**src/rtl/regspi_pkg.sv**
```systemverilog
package regspi_pkg;

    typedef enum logic [1:0] {
        KIND_READ         = 2'b00,
        KIND_WRITE        = 2'b01,
        KIND_WRITE_NOWAIT = 2'b10,
        KIND_STREAM       = 2'b11
    } req_kind_e;

    typedef enum logic [2:0] {
        SQ_IDLE,
        SQ_WAIT,
        SQ_LEAD,
        SQ_XFER,
        SQ_TRAIL
    } seq_state_e;

    localparam logic [7:0] OPC_REG_WRITE = 8'h02;
    localparam logic [7:0] OPC_REG_READ  = 8'h03;
    localparam logic [7:0] FILL_BYTE     = 8'hFF;

    typedef struct packed {
        req_kind_e   kind;
        logic [7:0]  addr;
        logic [15:0] wdata;
    } reg_req_t;

    // Byte sent in slot idx of the frame for request r
    function automatic logic [7:0] frame_byte(reg_req_t r, logic [1:0] idx);
        logic is_rd;
        is_rd = (r.kind == KIND_READ);
        if (r.kind == KIND_STREAM) begin
            return r.wdata[7:0];
        end
        case (idx)
            2'd0:    return is_rd ? OPC_REG_READ : OPC_REG_WRITE;
            2'd1:    return r.addr;
            2'd2:    return is_rd ? FILL_BYTE : r.wdata[15:8];
            default: return is_rd ? FILL_BYTE : r.wdata[7:0];
        endcase
    endfunction

    function automatic logic [1:0] last_slot(req_kind_e k);
        return (k == KIND_STREAM) ? 2'd0 : 2'd3;
    endfunction

    function automatic logic must_wait_ready(req_kind_e k);
        return k == KIND_WRITE;
    endfunction

    function automatic logic on_data_select(req_kind_e k);
        return k == KIND_STREAM;
    endfunction

endpackage

```
**src/rtl/regspi_byte_engine.sv**
```systemverilog
module regspi_byte_engine #(
    parameter int HALF_DIV = 2
) (
    input  logic       clk,
    input  logic       rst,
    input  logic       start,
    input  logic [7:0] tx_byte,
    input  logic       miso,
    output logic       sclk,
    output logic       mosi,
    output logic       byte_done,
    output logic [7:0] rx_byte
);
    localparam int DIV_W = (HALF_DIV > 1) ? $clog2(HALF_DIV) : 1;
    localparam logic [DIV_W-1:0] DIV_LAST = DIV_W'(HALF_DIV - 1);

    logic             active;
    logic             sclk_q;
    logic [DIV_W-1:0] div_cnt;
    logic [2:0]       bit_cnt;
    logic [7:0]       tx_sh;
    logic [7:0]       rx_sh;
    logic             done_q;

    always_ff @(posedge clk) begin
        if (rst) begin
            active  <= 1'b0;
            sclk_q  <= 1'b0;
            div_cnt <= '0;
            bit_cnt <= '0;
            tx_sh   <= '0;
            rx_sh   <= '0;
            done_q  <= 1'b0;
        end else begin
            done_q <= 1'b0;
            if (start && !active) begin
                active  <= 1'b1;
                tx_sh   <= tx_byte;
                div_cnt <= '0;
                bit_cnt <= '0;
                sclk_q  <= 1'b0;
            end else if (active) begin
                if (div_cnt == DIV_LAST) begin
                    div_cnt <= '0;
                    if (!sclk_q) begin
                        sclk_q <= 1'b1;
                        rx_sh  <= {rx_sh[6:0], miso};
                    end else begin
                        sclk_q <= 1'b0;
                        if (bit_cnt == 3'd7) begin
                            active <= 1'b0;
                            done_q <= 1'b1;
                        end else begin
                            bit_cnt <= bit_cnt + 3'd1;
                            tx_sh   <= {tx_sh[6:0], 1'b0};
                        end
                    end
                end else begin
                    div_cnt <= div_cnt + 1'b1;
                end
            end
        end
    end

    assign sclk      = sclk_q;
    assign mosi      = tx_sh[7];
    assign byte_done = done_q;
    assign rx_byte   = rx_sh;

endmodule

```
**src/rtl/regspi_guard_timer.sv**
```systemverilog
module regspi_guard_timer #(
    parameter int GUARD_W = 8
) (
    input  logic               clk,
    input  logic               rst,
    input  logic               load,
    input  logic [GUARD_W-1:0] load_val,
    output logic               expired
);
    logic [GUARD_W-1:0] remain;

    always_ff @(posedge clk) begin
        if (rst) begin
            remain <= '0;
        end else if (load) begin
            remain <= load_val;
        end else if (remain != '0) begin
            remain <= remain - 1'b1;
        end
    end

    assign expired = (remain == '0);

endmodule

```
**src/rtl/regspi_sequencer.sv**
```systemverilog
module regspi_sequencer
    import regspi_pkg::*;
#(
    parameter int GUARD_W = 8
) (
    input  logic               clk,
    input  logic               rst,
    input  logic               req_valid,
    input  reg_req_t           req,
    input  logic [GUARD_W-1:0] guard_len,
    input  logic               ready_in,
    input  logic               byte_done,
    input  logic [7:0]         rx_byte,
    input  logic               timer_zero,
    output logic               timer_load,
    output logic [GUARD_W-1:0] timer_val,
    output logic               eng_start,
    output logic [7:0]         eng_tx,
    output logic               ctl_csn,
    output logic               dat_csn,
    output logic               busy,
    output logic               done,
    output logic [15:0]        rdata
);
    seq_state_e         state;
    reg_req_t           cur;
    logic [GUARD_W-1:0] guard_q;
    logic [1:0]         slot;
    logic [7:0]         rx_hi;
    logic [7:0]         rx_lo;

    logic       accept;
    logic       open_now;
    logic       open_late;
    logic       slot_end;
    logic       last;
    logic [1:0] next_slot;

    always_comb begin
        accept     = (state == SQ_IDLE) && req_valid;
        open_now   = accept && !(must_wait_ready(req.kind) && !ready_in);
        open_late  = (state == SQ_WAIT) && ready_in;
        last       = (slot == last_slot(cur.kind));
        slot_end   = (state == SQ_XFER) && byte_done;
        timer_load = open_now || open_late || (slot_end && last);
        timer_val  = (state == SQ_IDLE) ? guard_len : guard_q;
        eng_start  = ((state == SQ_LEAD) && timer_zero) || (slot_end && !last);
        next_slot  = (state == SQ_LEAD) ? 2'd0 : slot + 2'd1;
        eng_tx     = frame_byte(cur, next_slot);
    end

    always_ff @(posedge clk) begin
        if (rst) begin
            state   <= SQ_IDLE;
            cur     <= '0;
            guard_q <= '0;
            slot    <= '0;
            rx_hi   <= '0;
            rx_lo   <= '0;
            ctl_csn <= 1'b1;
            dat_csn <= 1'b1;
            busy    <= 1'b0;
            done    <= 1'b0;
            rdata   <= '0;
        end else begin
            done <= 1'b0;
            case (state)
                SQ_IDLE: begin
                    if (accept) begin
                        cur     <= req;
                        guard_q <= guard_len;
                        busy    <= 1'b1;
                        if (open_now) begin
                            state <= SQ_LEAD;
                            if (on_data_select(req.kind)) dat_csn <= 1'b0;
                            else                          ctl_csn <= 1'b0;
                        end else begin
                            state <= SQ_WAIT;
                        end
                    end
                end
                SQ_WAIT: begin
                    if (open_late) begin
                        state   <= SQ_LEAD;
                        ctl_csn <= 1'b0;
                    end
                end
                SQ_LEAD: begin
                    if (timer_zero) begin
                        state <= SQ_XFER;
                        slot  <= 2'd0;
                    end
                end
                SQ_XFER: begin
                    if (byte_done) begin
                        if (slot == 2'd2) rx_hi <= rx_byte;
                        if (last) begin
                            rx_lo <= rx_byte;
                            state <= SQ_TRAIL;
                        end else begin
                            slot <= slot + 2'd1;
                        end
                    end
                end
                SQ_TRAIL: begin
                    if (timer_zero) begin
                        state   <= SQ_IDLE;
                        ctl_csn <= 1'b1;
                        dat_csn <= 1'b1;
                        busy    <= 1'b0;
                        done    <= 1'b1;
                        if (cur.kind == KIND_READ) rdata <= {rx_hi, rx_lo};
                    end
                end
                default: state <= SQ_IDLE;
            endcase
        end
    end

endmodule

```
**src/rtl/regspi_master.sv**
```systemverilog
module regspi_master
    import regspi_pkg::*;
#(
    parameter int HALF_DIV = 2,
    parameter int GUARD_W  = 8
) (
    input  logic               clk,
    input  logic               rst,
    input  logic               req_valid,
    input  logic [1:0]         req_kind,
    input  logic [7:0]         req_addr,
    input  logic [15:0]        req_wdata,
    input  logic [GUARD_W-1:0] guard_len,
    input  logic               ready_in,
    output logic               busy,
    output logic               done,
    output logic [15:0]        rdata,
    output logic               sclk,
    output logic               mosi,
    input  logic               miso,
    output logic               ctl_csn,
    output logic               dat_csn
);
    reg_req_t           req_s;
    logic               timer_load;
    logic [GUARD_W-1:0] timer_val;
    logic               timer_zero;
    logic               eng_start;
    logic [7:0]         eng_tx;
    logic               byte_done;
    logic [7:0]         rx_byte;

    always_comb begin
        req_s.kind  = req_kind_e'(req_kind);
        req_s.addr  = req_addr;
        req_s.wdata = req_wdata;
    end

    regspi_sequencer #(.GUARD_W(GUARD_W)) u_seq (
        .clk        (clk),
        .rst        (rst),
        .req_valid  (req_valid),
        .req        (req_s),
        .guard_len  (guard_len),
        .ready_in   (ready_in),
        .byte_done  (byte_done),
        .rx_byte    (rx_byte),
        .timer_zero (timer_zero),
        .timer_load (timer_load),
        .timer_val  (timer_val),
        .eng_start  (eng_start),
        .eng_tx     (eng_tx),
        .ctl_csn    (ctl_csn),
        .dat_csn    (dat_csn),
        .busy       (busy),
        .done       (done),
        .rdata      (rdata)
    );

    regspi_guard_timer #(.GUARD_W(GUARD_W)) u_guard (
        .clk      (clk),
        .rst      (rst),
        .load     (timer_load),
        .load_val (timer_val),
        .expired  (timer_zero)
    );

    regspi_byte_engine #(.HALF_DIV(HALF_DIV)) u_eng (
        .clk       (clk),
        .rst       (rst),
        .start     (eng_start),
        .tx_byte   (eng_tx),
        .miso      (miso),
        .sclk      (sclk),
        .mosi      (mosi),
        .byte_done (byte_done),
        .rx_byte   (rx_byte)
    );

endmodule

```
**config.mk**
```make
export PLATFORM = sky130hd
export DESIGN_NAME = regspi_master
export DESIGN_NICKNAME = d
export VERILOG_FILES = /design/src/rtl/regspi_pkg.sv /design/src/rtl/regspi_byte_engine.sv /design/src/rtl/regspi_guard_timer.sv /design/src/rtl/regspi_sequencer.sv /design/src/rtl/regspi_master.sv
export SDC_FILE = /design/constraint.sdc
export NUM_CORES = 1
export LEC_CHECK = 0
export BUFFER_PORTS_ARGS = -buffer_cell sky130_fd_sc_hd__buf_2
export CAP_MARGIN = 20
export CORE_MARGIN = 1.5
export CORE_UTILIZATION = 25
export CTS_CLUSTER_SIZE = 28
export DETAILED_ROUTE_END_ITERATION = 12
export SETUP_SLACK_MARGIN = 0.3
export SLEW_MARGIN = 0
export SYNTH_ARGS = -nofsm -noshare
export SYNTH_HDL_FRONTEND = slang
export SYNTH_SLANG_ARGS = --single-unit
```
**constraint.sdc**
```tcl
create_clock -name clk -period 5.4 [get_ports clk]
set_clock_uncertainty 0.15 [all_clocks]
set_input_delay 1.62 -clock clk [delete_from_list [all_inputs] [get_ports clk]]
set_output_delay 1.62 -clock clk [all_outputs]
set_load 0.05 [all_outputs]
```
---- After elaboration in Yosys (flattened, before gate mapping) ----
Index checks and enable logic that the tools add are counted.
Widths: inputs -> output; s select.
storage, ports and cells
  logic and storage cells ................. 149
  bits of input ports ..................... 39
  output and inout port bits .............. 22
  register bits after elaboration ......... 106
operators by class
  add/sub/neg operators ................... 4
  bitwise logic cells ..................... 6
  reduce and logical (&&, ||, !) cells .... 44
  eq/ne operators ......................... 23
  multiplexer cells ....................... 51
operator list
  cell                 count
  $mux 8               12
  $pmux 8 s3           1
  $mux 1               21
  $mux 3               6
  $ne 2x1->1 const B   8
  $reduce_and 4->1     4
  $pmux 3 s5           1
  $mux 2               6
  $reduce_and 3->1     4
  $reduce_and 6->1     2
  $reduce_bool 2->1    6
  $logic_and 1x1->1    9
  $eq 2x2->1 const B   4
  $logic_not 8->1      1
  $reduce_bool 8->1    1
  $sub 8x1->8 const B  1
  $eq 3x2->1 const B   2
  $eq 3x3->1 const B   2
  $ne 2x2->1 const B   3
  $not 1->1            6
  $reduce_and 5->1     1
  $reduce_or 5->1      1
  $eq 2x1->1 const B   2
  $logic_not 1->1      4
  14 further kinds     20

---- Logic depth before layout (Yosys ltp) ----
  depth after elaboration ................. 9
  gate-level depth with buffers ........... 9
  depth with buffers taken out ............ 7

---- By module ----
A second synthesis with hierarchy kept.
second synthesis, totals
  cell total of the unflattened synthesis .. 589
  area total of the unflattened synthesis .. 4,855.9 µm²
modules (own cells, without submodules)
  module              cells each  area each (µm²)  instances  sequential area each (µm²)
  regspi_sequencer    437         3,383.2          1          1,501.4
  regspi_byte_engine  99          997.2            1          460.4
  regspi_guard_timer  53          475.5            1          160.2

---- Least setup slack after synthesis ----
OpenSTA, ideal clock, no wires.
  path kind ............................... input-to-reg
  from .................................... in req_kind[1]
  to ...................................... reg u_guard.remain[5]
  library setup time ...................... 70 ps
  data required time ...................... 5,180 ps
  arrival time ............................ 2,744 ps
  buffers on the path ..................... 0
  setup slack ............................. 2,435 ps
  cell stages on the path ................. 5
  cells stage by stage .................... or3b_2 > nand2_1 > o22ai_2 > or3_1 > a21oi_1
on the way
  word-level cells in the longest chain between the ends .. 7
  elaborated cells on any way between the ends .. 8
  those cells by class .................... eq/ne: 1; mux: 1; reduce/logical: 6
RTL lines
  what                                         RTL line                  source
  start: declaration                           regspi_master.sv:10       input logic [1:0] req_kind,
  $eq 2x1->1 (*)                               regspi_pkg.sv:48          return k == KIND_WRITE;
  $logic_and 1x1->1 (*)                        regspi_sequencer.sv:41    open_now = accept && !(must_wait_ready(req.kind) && !ready_in);
  $logic_not 1->1 (*)                          regspi_sequencer.sv:41
  $logic_and 1x1->1 (*)                        regspi_sequencer.sv:41
  $logic_or 1x1->1 (*) (2 in series)           regspi_sequencer.sv:45    timer_load = open_now || open_late || (slot_end && last);
  $mux 8 or $reduce_bool 2->1 (tied branches)  --
  end signal: assignment                       regspi_guard_timer.sv:16  remain <= load_val;
  end signal: assignment                       regspi_guard_timer.sv:18  remain <= remain - 1'b1;
  end: declaration                             regspi_guard_timer.sv:10  logic [GUARD_W-1:0] remain;
Every way passes the cells marked *; elsewhere a longest branch is shown, timed or not.
A chain may end at the register's enable or synchronous reset.

---- Worst setup path in the final report ----
Ends and elaborated chain as after synthesis.

==> metrics <==
status=complete, but fails checks; failing checks=DRC; starting density of the core=25.7%; highest-count cells in the layout ignoring fill and taps=nand2_1, dfxtp_1, a21oi_1; routed wire length=10.8 mm; HPWL after detailed placement=7.48 mm; worst setup path class=input pin to register; Vias/cell=4.64; CTS tree=yes; n_diodes=0; Sw Share=31.4%; die area=0.0195 mm^2; Synth-to-Final Area Change=15.6%; Die Span X=140 um; initial antenna violation count=0; Slew HR=27.3%; total gr overflow=0; Setup WS pre-CTS=2.08 ns; worst-path cell chain=buf_2, or3b_2, nand2_1, o22ai_2, or3_1, a21oi_1; most common cell after layout, fill and taps aside=nand2_1; First-pass DRT Iterations=8; synthesized flop and latch total=106; Hold Path End=u_seq.guard_q[0]; sequential area share after synthesis=45.5%; worst r2r path cells=7; CTS Hold Bufs=0; worst slew pin tran=1.09 ns; final hold violation count=0; Lkg Pwr=2.19 nW; layout cells sized above 1=16.6%; RR Endpoint=u_eng.tx_sh[7]; wire per inst=13.2 um; Clock Path Buffers=2; RSZ-0062 raised after global routing=no; min-delay src=u_seq.guard_q[0]; P_int=1.35 mW; # setup viols final=0; Post-synth ARST share=0%; CP max stage delay=0.50 ns; worst r2r src=u_guard.remain[0]; Synth Cell Area=0.00467 mm^2; post-CTS setup buffers=0; Core ar.=0.0181 mm^2; Critical Path AT=3.09 ns; Power Density=365 mW/mm^2; Peak VDD IR=0.000141 V; I/O Buffers=60; crit path launch type=input pin; worst skew pair latency=0.35 ns; Resize count post-CTS=0; first-pass GRT wire length=18.0 mm; switching power=0.618 mW; Tmin final=2.97 ns; Combinational Power Share=21.0%; fin worst setup slack=2.43 ns; Hold Crit Class=register to register; Worst Setup End Kind=register; max cap viols=0; DRT iter0 DRCs=139; die height=140 um; Max Slew Vio Count=0; Vias=3,779; WP data required=5.52 ns; post-synth cell types=60; largest net degree at the start of global routing=106; CTS Buf Count=9; Num Clock Sinks=106; Reg power frac=46.4%; Ports=61; clock network fraction of total power=32.6%; vias in the first global route=3,602; number of cell rows=49; EDFF count, synth=0; syn avg cell area=8.58 um^2; Fmax=336 MHz; RePlAce Congestion=0.751; Tot GR Track Use=11.3%; Syn. warnings=0; R2R Setup Slk=2.50 ns; clk slew on worst S/H paths=0.07 ns; crit path max-delay cell type=or3b_2; Setup TNS Final=0 ns; Top FF cell, synth=dfxtp_1; hold path depth=2; Synth Net Count=588; post-layout net count=625; root buffer cell=clkbuf_16; Syn Inst Count=544; H-tree levels=3; CP Max Fanout=16; fin crit share=55.1%; ANT nets after route=0; DRC=2
## per-layer routing
layer	wire length, um	up-vias	track usage, %
li1	-	1951	-
met1	5320	1765	15.1
met2	4990	54	18.6
met3	350	9	1.86
met4	111	0	3.66
met5	0	-	0
## through the flow
stage,instances,total power [mW],util (%),hold slack [ns],area [um^2]
after floorplan,544,1.26,-,0.283,4670
after global placement,799,1.34,28.1,0.290,5100
after detailed placement,799,1.34,28.1,0.295,5100
after CTS,815,1.99,29.7,0.306,5390
after global routing,815,2.08,29.7,0.322,5390
final,815,1.97,29.7,0.305,5390
## synthesized netlist by cell type, types with 2 or more instances
master      n  area (um^2)
nand2_1   113          424
dfxtp_1   106         2120
a21oi_1    69          345
nor2_1     46          173
mux2i_1    40          400
clkbuf_1   21         78.8
nand3_1    12         60.1
inv_1      11         41.3
buf_2      10         50.1
a211oi_1    9         67.6
o21ai_0     7         35.0
a21o_1      6         45.0
nor3_1      6         30.0
o211ai_1    6         45.0
o22ai_1     6         37.5
ha_1        5         62.6
mux2_2      5         56.3
buf_4       4         30.0
o31ai_1     4         30.0
xnor2_1     4         35.0
nor2b_1     3         18.8
or3_1       3         18.8
a22o_1      2         17.5
a311oi_1    2         17.5
a31oi_1     2         12.5
and2_0      2         12.5
and2_1      2         12.5
nor3b_1     2         15.0
o221ai_1    2         17.5
o311ai_0    2         17.5
o32a_1      2         20.0
xor2_1      2         17.5
## layout make-up
class	instances	area (um^2)
clock buffer	10	239
clock inverter	6	51.3
fill	1966	12800
inverter	11	41.3
multi-input combinational	390	2330
sequential	106	2120
tap	229	287
timing repair buffer	63	325
## sequential cells by signal, summed over array words and instances (netlist names), 2 cells and up
name / cells
u_seq.rx_hi: 8
u_guard.remain: 8
u_eng.bit_cnt: 3
u_seq.slot: 2
u_eng.tx_sh: 8
u_seq.guard_q: 8
u_seq.rx_lo: 8
u_seq.rdata: 16
u_seq.cur: 26
u_eng.rx_byte: 8
u_seq.state: 3
## logic make-up (layout without fill, tap and decap cells)
| kind of cell | after synthesis | in the layout | share of synthesized area (%) |
|---|---|---|---|
| and+or+nand+nor | 204 | 204 | 19.9 |
| adders and majority gates | 5 | 5 | 1.34 |
| DFF | 106 | 106 | 45.5 |
| buffers and inverters | 48 | 90 | 4.64 |
| xor gates and xnor gates | 6 | 6 | 1.13 |
| muxes | 46 | 46 | 10.3 |
| AOI/OAI and AO/OA | 129 | 129 | 17.3 |
## power groups by stage
stage | clock (mW) | sequential [mW] | combinational [mW]
floorplan | 0 | 0.916 | 0.342
global placement | 0 | 0.928 | 0.413
detailed placement | 0 | 0.929 | 0.411
CTS | 0.659 | 0.911 | 0.417
global route | 0.689 | 0.921 | 0.466
finish | 0.642 | 0.912 | 0.413
## worst max path at each step
stage                 startpoint                 to  slack (ns)  cells past startpoint
3_5_place_dp         req_kind[1]  u_guard.remain[5]        2.08                      6
6_report             req_kind[1]  u_guard.remain[5]        2.43                      6
4_1_cts              req_kind[1]  u_guard.remain[5]        2.44                      6
5_1_grt        u_guard.remain[0]     u_eng.tx_sh[7]        2.13                      7
2_1_floorplan        req_kind[1]  u_guard.remain[5]        2.44                      5
3_3_place_gp         req_kind[1]  u_guard.remain[5]        2.11                      6
## critical path, delay by kind of cell
family	cells	cell delay, ns
buffers and inverters	1	0.11
AOI/OAI and AO/OA	2	0.34
and+or+nand+nor	3	1.02
Power figures use the tool's default switching activity.
